File: src/rtl/dma_chan_pkg.sv
package dma_chan_pkg;

  typedef enum logic [1:0] {
    HS_IDLE = 2'd0,
    HS_XFER = 2'd1,
    HS_HOLD = 2'd2
  } hs_state_e;

  typedef struct packed {
    logic       pinc;
    logic       minc;
    logic       pfix4;
    logic [1:0] prio;
    logic [1:0] thr;
    logic       direct;
    logic       altack;
  } chan_cfg_t;

endpackage

File: src/rtl/dma_chan_fifo.sv
module dma_chan_fifo #(
  parameter int DW    = 32,
  parameter int DEPTH = 8
) (
  input  logic                       clk,
  input  logic                       rst_n,
  input  logic                       push,
  input  logic [DW-1:0]              din,
  input  logic                       pop,
  output logic [DW-1:0]              dout,
  output logic [$clog2(DEPTH+1)-1:0] level
);
  localparam int PW = $clog2(DEPTH);

  logic [DW-1:0] store [DEPTH];
  logic [PW-1:0] wp, rp;

  always_ff @(posedge clk) begin
    if (push) store[wp] <= din;
  end

  always_ff @(posedge clk or negedge rst_n) begin
    if (!rst_n) begin
      wp    <= '0;
      rp    <= '0;
      level <= '0;
    end else begin
      if (push) wp <= wp + 1'b1;
      if (pop)  rp <= rp + 1'b1;
      case ({push, pop})
        2'b10:   level <= level + 1'b1;
        2'b01:   level <= level - 1'b1;
        default: level <= level;
      endcase
    end
  end

  assign dout = store[rp];
endmodule

File: src/rtl/dma_chan_agen.sv
module dma_chan_agen #(
  parameter int AW = 32
) (
  input  logic          clk,
  input  logic          rst_n,
  input  logic          load,
  input  logic [AW-1:0] base,
  input  logic          adv,
  input  logic          en,
  input  logic [AW-1:0] step,
  output logic [AW-1:0] addr
);
  always_ff @(posedge clk or negedge rst_n) begin
    if (!rst_n)         addr <= '0;
    else if (load)      addr <= base;
    else if (adv && en) addr <= addr + step;
  end
endmodule

File: src/rtl/dma_chan_hs.sv
module dma_chan_hs
  import dma_chan_pkg::*;
(
  input  logic clk,
  input  logic rst_n,
  input  logic go,
  input  logic req,
  input  logic fire,
  input  logic alt,
  output logic ack,
  output logic ready
);
  hs_state_e st;

  always_ff @(posedge clk or negedge rst_n) begin
    if (!rst_n) st <= HS_IDLE;
    else begin
      unique case (st)
        HS_IDLE: if (go) st <= HS_XFER;
        HS_XFER: if (fire) st <= (!alt && req) ? HS_HOLD : HS_IDLE;
        HS_HOLD: if (!req) st <= HS_IDLE;
        default: st <= HS_IDLE;
      endcase
    end
  end

  assign ack   = (st == HS_XFER) || (st == HS_HOLD);
  assign ready = (st == HS_XFER);
endmodule

File: src/rtl/dma_chan.sv
module dma_chan
  import dma_chan_pkg::*;
#(
  parameter int DW      = 32,
  parameter int AW      = 32,
  parameter int CW      = 16,
  parameter int DEPTH   = 8,
  parameter int NREQ    = 8,
  parameter int P_BYTES = 2,
  localparam int SELW   = $clog2(NREQ)
) (
  input  logic            clk,
  input  logic            rst_n,
  input  logic            start_i,
  input  logic [SELW-1:0] cfg_sel_i,
  input  logic            cfg_pinc_i,
  input  logic            cfg_minc_i,
  input  logic            cfg_pfix4_i,
  input  logic [1:0]      cfg_prio_i,
  input  logic [1:0]      cfg_thr_i,
  input  logic            cfg_direct_i,
  input  logic            cfg_altack_i,
  input  logic [CW-1:0]   cfg_count_i,
  input  logic [AW-1:0]   cfg_pbase_i,
  input  logic [AW-1:0]   cfg_mbase_i,
  input  logic [NREQ-1:0] req_i,
  output logic            ack_o,
  output logic [1:0]      prio_o,
  output logic            irq_o,
  output logic [AW-1:0]   pv_addr_o,
  input  logic            pv_valid_i,
  output logic            pv_ready_o,
  input  logic [DW-1:0]   pv_data_i,
  output logic            mw_valid_o,
  input  logic            mw_ready_i,
  output logic [AW-1:0]   mw_addr_o,
  output logic [DW-1:0]   mw_data_o
);
  localparam int FCW = $clog2(DEPTH + 1);
  localparam logic [FCW-1:0] QTR   = FCW'(DEPTH / 4);
  localparam logic [FCW-1:0] FULL  = FCW'(DEPTH);
  localparam logic [AW-1:0]  PSTEP = AW'(P_BYTES);
  localparam logic [AW-1:0]  MSTEP = AW'(DW / 8);

  chan_cfg_t       cfg_q;
  logic [SELW-1:0] sel_q;
  logic            busy_q, mb_q, irq_q;
  logic [CW-1:0]   remain_q, fetch_q;
  logic [FCW-1:0]  blen_q;
  logic [FCW-1:0]  fifo_level;
  logic [FCW-1:0]  thr_lvl, burst_len;
  logic            accept, req_sel, space, go, p_fire, m_fire, start_burst, hit_lvl;

  assign accept  = !busy_q && start_i && (cfg_count_i != '0);
  assign req_sel = req_i[sel_q];
  assign p_fire  = pv_valid_i && pv_ready_o;
  assign m_fire  = mw_valid_o && mw_ready_i;
  assign thr_lvl = QTR * ({{(FCW-2){1'b0}}, cfg_q.thr} + FCW'(1));
  assign space   = cfg_q.direct ? (fifo_level == '0) : (fifo_level < FULL);
  assign go      = busy_q && (fetch_q != '0) && space && req_sel;

  // Direct mode drains every single item; FIFO mode waits for the level
  // unless the peripheral side has nothing more to deliver (flush).
  assign hit_lvl     = cfg_q.direct ? 1'b1 : (fifo_level >= thr_lvl);
  assign start_burst = busy_q && !mb_q && (fifo_level != '0) && (hit_lvl || fetch_q == '0);
  assign burst_len   = cfg_q.direct ? FCW'(1) :
                       ((fifo_level >= thr_lvl) ? thr_lvl : fifo_level);

  always_ff @(posedge clk or negedge rst_n) begin
    if (!rst_n) begin
      cfg_q    <= '0;
      sel_q    <= '0;
      busy_q   <= 1'b0;
      mb_q     <= 1'b0;
      irq_q    <= 1'b0;
      remain_q <= '0;
      fetch_q  <= '0;
      blen_q   <= '0;
    end else begin
      irq_q <= 1'b0;
      if (accept) begin
        busy_q   <= 1'b1;
        sel_q    <= cfg_sel_i;
        remain_q <= cfg_count_i;
        fetch_q  <= cfg_count_i;
        cfg_q    <= '{pinc: cfg_pinc_i, minc: cfg_minc_i, pfix4: cfg_pfix4_i,
                      prio: cfg_prio_i, thr: cfg_thr_i, direct: cfg_direct_i,
                      altack: cfg_altack_i};
      end else if (busy_q) begin
        if (p_fire) fetch_q <= fetch_q - CW'(1);
        if (start_burst) begin
          mb_q   <= 1'b1;
          blen_q <= burst_len;
        end else if (m_fire) begin
          remain_q <= remain_q - CW'(1);
          blen_q   <= blen_q - FCW'(1);
          if (blen_q == FCW'(1)) mb_q <= 1'b0;
          if (remain_q == CW'(1)) begin
            busy_q <= 1'b0;
            mb_q   <= 1'b0;
            irq_q  <= 1'b1;
          end
        end
      end
    end
  end

  dma_chan_hs u_hs (
    .clk   (clk),
    .rst_n (rst_n),
    .go    (go),
    .req   (req_sel),
    .fire  (p_fire),
    .alt   (cfg_q.altack),
    .ack   (ack_o),
    .ready (pv_ready_o)
  );

  dma_chan_fifo #(.DW(DW), .DEPTH(DEPTH)) u_fifo (
    .clk   (clk),
    .rst_n (rst_n),
    .push  (p_fire),
    .din   (pv_data_i),
    .pop   (m_fire),
    .dout  (mw_data_o),
    .level (fifo_level)
  );

  dma_chan_agen #(.AW(AW)) u_pgen (
    .clk   (clk),
    .rst_n (rst_n),
    .load  (accept),
    .base  (cfg_pbase_i),
    .adv   (p_fire),
    .en    (cfg_q.pinc),
    .step  (cfg_q.pfix4 ? AW'(4) : PSTEP),
    .addr  (pv_addr_o)
  );

  dma_chan_agen #(.AW(AW)) u_mgen (
    .clk   (clk),
    .rst_n (rst_n),
    .load  (accept),
    .base  (cfg_mbase_i),
    .adv   (m_fire),
    .en    (cfg_q.minc),
    .step  (MSTEP),
    .addr  (mw_addr_o)
  );

  assign mw_valid_o = mb_q;
  assign irq_o      = irq_q;
  assign prio_o     = busy_q ? cfg_q.prio : 2'd0;
endmodule

File: config.mk
export PLATFORM = sky130hd
export DESIGN_NAME = dma_chan
export DESIGN_NICKNAME = d
export VERILOG_FILES = /design/src/rtl/dma_chan_pkg.sv /design/src/rtl/dma_chan_fifo.sv /design/src/rtl/dma_chan_agen.sv /design/src/rtl/dma_chan_hs.sv /design/src/rtl/dma_chan.sv
export SDC_FILE = /design/constraint.sdc
export NUM_CORES = 1
export LEC_CHECK = 0
export BUFFER_PORTS_ARGS = -buffer_cell sky130_fd_sc_hd__buf_2
export CORE_UTILIZATION = 25
export DETAILED_ROUTE_END_ITERATION = 10
export SYNTH_ARGS = -nofsm -noshare
export SYNTH_HDL_FRONTEND = slang
export SYNTH_SLANG_ARGS = --single-unit
export TNS_END_PERCENT = 30
File: constraint.sdc
create_clock -name clk -period 11.7 [get_ports clk]
set_clock_uncertainty 0.05 [all_clocks]
set_input_delay 2.34 -clock clk [delete_from_list [all_inputs] [get_ports clk]]
set_output_delay 2.34 -clock clk [all_outputs]
set_load 0.01 [all_outputs]
======== Yosys cells after proc, flatten, opt, wreduce, memory -nomap -nowiden ========
Memories as Yosys holds them, arrays and structs flattened.
Cells that the tools add are included.
storage, ports and cells
  register bits after elaboration ......... 127
  bits in latches ......................... 0
  memory bits (writable) .................. 256
  memory bits (read-only) ................. 0
  output and inout port bits .............. 102
  logic and storage cells ................. 125
  memories kept ........................... 1
operators by class
  $add $sub $neg .......................... 10
  multiply operators ...................... 0
  div/mod/pow operators ................... 0
  $lt $le $gt $ge ......................... 3
  eq/ne operators ......................... 10
  shifts and indexed selects .............. 0
  muxes and demuxes ....................... 43
  bitwise gates (word level) .............. 1
  reduce and logical (&&, ||, !) cells .... 37
memory list
  name          words  width  read ports  clocked after memory_dff  write ports  line                 source
  u_fifo.store  8      32     1           0                         1            dma_chan_fifo.sv:15  logic [DW-1:0] store [DEPTH];
operators by type and width
  cell                     number
  $mux W32                 4
  $mux W16                 7
  $add A32 B3 Y32          1
  $add A32 B3 Y32 const B  1
  $reduce_bool A16 Y1      2
  $sub A16 B1 Y16 const B  2
  $mux W1                  19
  $eq A16 B1 Y1 const B    1
  $logic_not A16 Y1        1
  $mux W4                  4
  $reduce_bool A2 Y1       7
  $logic_and A1 B1 Y1      13
  $mux W2                  5
  $reduce_and A3 Y1        3
  $pmux W4 S2              1
  $sub A4 B1 Y4 const B    2
  $add A3 B1 Y3 const B    2
  $ne A2 B2 Y1 const B     3
  $pmux W2 S3              1
  $add A4 B1 Y4 const B    1
  $eq A2 B1 Y1 const B     2
  $eq A2 B2 Y1 const B     2
  $eq A4 B1 Y1 const B     1
  $ge A4 B4 Y1             1
  15 further kinds         18

======== Longest topological paths before layout ========
  depth in word-level cells ............... 8
  depth in mapped cells ................... 10
  depth with buffers taken out ............ 10

======== Modules after synthesis ========
A second synthesis with hierarchy kept.
second synthesis, totals
  cells, all modules ...................... 1515
  area, all modules ....................... 19412.4 µm²
modules (own cells, without submodules)
  module                   instances  cells an instance  area each (µm²)  seq. area each (µm²)
  dma_chan_fifo            1          422                10277.4          7937.6
  dma_chan_agen at u_mgen  1          378                3055.4           800.8
  dma_chan_agen at u_pgen  1          373                3006.6           800.8
  dma_chan                 1          327                2910.3           1276.2
  dma_chan_hs              1          15                 162.7            50.0

======== Worst setup path after synthesis ========
Ideal clock, no wire load.
  path type ............................... in2reg
  start ................................... input pv_valid_i
  end ..................................... memory u_fifo.store[0][0] (enable)
  setup time .............................. 0.461 ns
  data arrival time ....................... 5.021 ns
  data required time ...................... 11.189 ns
  slack ................................... 6.168 ns
  stages .................................. 3
  path buffers ............................ 0
  cells stage by stage .................... nand2_1 or2_2 nor3_1
on the way
  cells in the longest elaborated chain, start to end .. 3
RTL lines
  what                           line                 source
  start: declaration             dma_chan.sv:31       input logic pv_valid_i,
  $logic_and A1 B1 Y1            dma_chan.sv:56       assign p_fire = pv_valid_i && pv_ready_o;
  $mux W1                        dma_chan_fifo.sv:19  if (push) store[wp] <= din;
  $mux W1 (implied by the code)  dma_chan_fifo.sv:19
  end: declaration               dma_chan_fifo.sv:15
Every way passes these cells.

======== Worst setup path in the final report ========
  start ................................... register u_fifo.rp[0]
  end ..................................... output mw_data_o[30]
on the way
  cells in the longest elaborated chain, start to end .. 1
RTL lines
  what                      line                 source
  start: declaration        dma_chan_fifo.sv:16  logic [PW-1:0] wp, rp;
  start signal: assignment  dma_chan_fifo.sv:29  if (pop) rp <= rp + 1'b1;
  $mem_v2 Z8 W32            --
  end: declaration          dma_chan.sv:37       output logic [DW-1:0] mw_data_o
Every way passes these cells.

==> flow_summary.yaml <==
outcome:
  status: "complete, no violations"
power:
  switching_share_pct: 33.02
  seqPwrFrac_pct: 41.6
  p_int_w: 0.003245
  power_density_mw_per_mm2: 239.5
  comb_power_share_pct: 29.6
  clockPowerShare_pct: 28.8
  irDropWorstVdd_mv: 0.1342
  switchingPower_w: 0.001600
  power.leakage_nw: 7.270
yosys:
  ys_warn_count: 0
  synth_area_sq_mm: 0.01648
  netlist_instances: 1133
  ys_types: 53
  synth-simple-area-share_pct: 9.778
  synth_xor_area_share_pct: 4.304
  avgSynthCellArea_sq_um: 14.55
  synth_edf_count: 256
  synthArstFlopShare_pct: 33.16
  synth_ff_type: "edfxtp_1"
  ys_top_cells_by_area: "edfxtp_1 47%, dfrtp_1 19%, mux4_2 9.0%"
  yosys-mux-area-fraction_pct: 11.65
  synth_adder_area_share_pct: 1.837
  ys_ff_latch: 383
  synth_compound_area_share_pct: 4.843
  synth_top_cell_by_area: "edfxtp_1"
  ys_seq_area_share_pct: 65.92
  syn_nets: 1293
  synth_top_family_by_area: "multiplexers"
  yosys.area.top_type_share_pct: 46.64
detailed_routing:
  ant_nets: 0
  dr.pass1.iters: 4
  viasPerCell: 4.555
  wl_um: 41730
  drcViolationCount: 0
  drtIter0Drc: 614
  wire_per_inst_um: 18.34
  vias: 10360
global_routing:
  antenna_found_initial: 4
  grt_pass1_vias: 10910
  overflow: 0
  grt_usage_pct: 12.52
  grt_pass1_wl_um: 64670
  grt_max_degree: 119
worst_setup_path:
  crit_fanout: 42
  cp.arrival_ns: 3.19
  crit_end: "mw_data_o[30]"
  regToRegEndpoint: "u_pgen.addr[22]"
  startpoint_type: "flip-flop"
  r2r_slack_ns: 8.62
  cp-startpoint: "u_fifo.rp[0]"
  r2r_cells: 8
  crit_type: "flip-flop to output pin"
  critPathRequiredTime_ns: 9.31
  r2r-start: "u_hs.st[1]"
  worstSetupEndpointType: "output pin"
placed_design:
  gp_congestion: 0.8324
  detailed_place_hpwl_um: 26750
  io_buffers: 238
  placed_cells: 2193
layout:
  fillers: 6392
  nNetsFinal: 1544
  final_cells: 2275
  area_delta_synth_final_pct: 22.71
  drive_above_1_share_pct: 30.73
die:
  floorplan.core_area_sq_mm: 0.06481
  design.die.area_sq_mm: 0.06696
  num_rows: 93
  die_h_um: 258.8
  start_util_pct: 25.43
  io_pins: 239
  chipWidth_um: 258.8
sta:
  rsz0062_at_grt: "no"
  fin_crit_sh_pct: 47.67
  tightest_slew_ns: 1.070
  finalSetupViolCount: 0
  drv_slew: 0
  fin_crit_ns: 5.577
  fin_setup_tns_ns: 0
  slew_headroom_pct: 28.06
  hold_viol: 0
  fmax_mhz: 179.3
clock_tree:
  clk_latency_ns: 0.58
  ctsResizeCount: 0
  cts_root_buf: "clkbuf_16"
  clk_pin_slew_ns: 0.06
  htreeDepth: 2
  cts_tree: "yes"
  numCtsBuffers: 44
  clockBufferDepth: 3
  hold_buffers: 0
  post-cts-setup-buffers: 0
  cts.sink_count: 383
min_path:
  worstHoldPathType: "flip-flop to flip-flop"
run:
  maxCapViolations: 0
## per-layer routing
metal | up-vias | GRT usage (%) | share of wire, %
met2 | 283 | 21.89 | 50
li1 | 4782 | - | -
met3 | 67 | 3.189 | 6.1
met1 | 5222 | 15.20 | 42
met4 | 8 | 3.386 | 2.1
met5 | - | 0 | 0.11
## cells in the final DEF, fill, tap and decap left out, types with 6 or more instances in the layout
cell type / count
xnor2_1: 34
or3_1: 6
inv_1: 24
a21oi_1: 13
mux4_2: 66
nand2_1: 156
mux2_2: 35
nand4_1: 15
clkbuf_1: 9
nand3_1: 46
buf_4: 13
dfrtp_1: 124
edfxtp_1: 256
nor2_1: 26
ha_1: 21
or4_1: 9
o311ai_0: 7
nor2_4: 6
clkbuf_8: 6
clkbuf_16: 45
and3_1: 18
xor2_1: 47
and2_1: 7
clkinv_1: 7
nor4_1: 7
o211ai_1: 14
buf_2: 237
o21ai_0: 80
nor3_1: 16
## sequential cells by signal, summed over array words and instances, names as in the netlist, 2 cells and up
signal	flops
u_fifo.store	256
u_mgen.addr	32
u_pgen.addr	32
fetch_q	16
remain_q	16
cfg_q	9
blen_q	4
u_fifo.level	4
sel_q	3
u_fifo.rp	3
u_fifo.wp	3
u_hs.st	2
## through the flow
step / hold slack, ns / setup slack, ns / area, sq um / util [%] / total power, W
global route: 0.4425 / 5.883 / 20220 / 31.20 / 0.005141
detailed placement: 0.4060 / 6.561 / 18740 / 28.91 / 0.003500
finish: 0.4170 / 6.123 / 20220 / 31.20 / 0.004845
CTS: 0.4211 / 5.986 / 20220 / 31.20 / 0.004929
floorplan: 0.3880 / 6.168 / 16480 / - / 0.002929
global placement: 0.4037 / 6.617 / 18740 / 28.91 / 0.003461
## synthesized netlist by cell type, types with 9 or more instances
| library cell | count |
|---|---|
| edfxtp_1 | 256 |
| nand2_1 | 156 |
| dfrtp_1 | 127 |
| o21ai_0 | 80 |
| mux4_2 | 66 |
| xor2_1 | 47 |
| nand3_1 | 46 |
| clkbuf_1 | 36 |
| mux2_2 | 35 |
| xnor2_1 | 34 |
| nor2_1 | 32 |
| inv_1 | 24 |
| ha_1 | 21 |
| and3_1 | 18 |
| nor3_1 | 18 |
| nand4_1 | 15 |
| o211ai_1 | 14 |
| a21oi_1 | 13 |
| buf_2 | 9 |
| or4_1 | 9 |
## worst min path at each step
stage	from	endpoint	slack (ns)	depth (start not counted)
2_1_floorplan	cfg_q[4]	cfg_q[4]	0.39	2
3_3_place_gp	cfg_q[4]	cfg_q[4]	0.40	2
3_5_place_dp	cfg_q[4]	cfg_q[4]	0.41	2
4_1_cts	cfg_q[4]	cfg_q[4]	0.42	2
5_1_grt	u_mgen.addr[0]	u_mgen.addr[0]	0.44	2
6_report	cfg_q[4]	cfg_q[4]	0.42	2
## cell type report
class	count	area [sq um]	share of cell area [%]
multi-input combinational	680	5410	26.75
clock buffer	60	1242	6.143
inverter	24	90.09	0.4454
tap	855	1070	5.290
timing repair buffer	251	1295	6.403
clock inverter	21	242.7	1.200
antenna	1	2.502	0.01237
sequential	383	10870	53.76
## critical path, cell delays in order, from the launching register on
cell     delay (ns)
dfrtp_4        0.76
buf_4          0.77
mux4_2         0.59
mux2_2         0.30
buf_2          0.15
## power by group through the flow
stage / logic (W) / registers, W / clock network [W]
global route: 0.00159 / 0.00206 / 0.00150
finish: 0.00143 / 0.00202 / 0.00139
floorplan: 0.000958 / 0.00197 / 0
global placement: 0.00143 / 0.00203 / 0
detailed placement: 0.00146 / 0.00204 / 0
CTS: 0.00146 / 0.00202 / 0.00144
## logic make-up after synthesis
logic type,after synthesis
buf+inv,70
simple gates,337
compound gates,134
fa+ha+maj,23
flops,383
mux,105
xor+xnor,81
(Power assumes the default switching activity.)
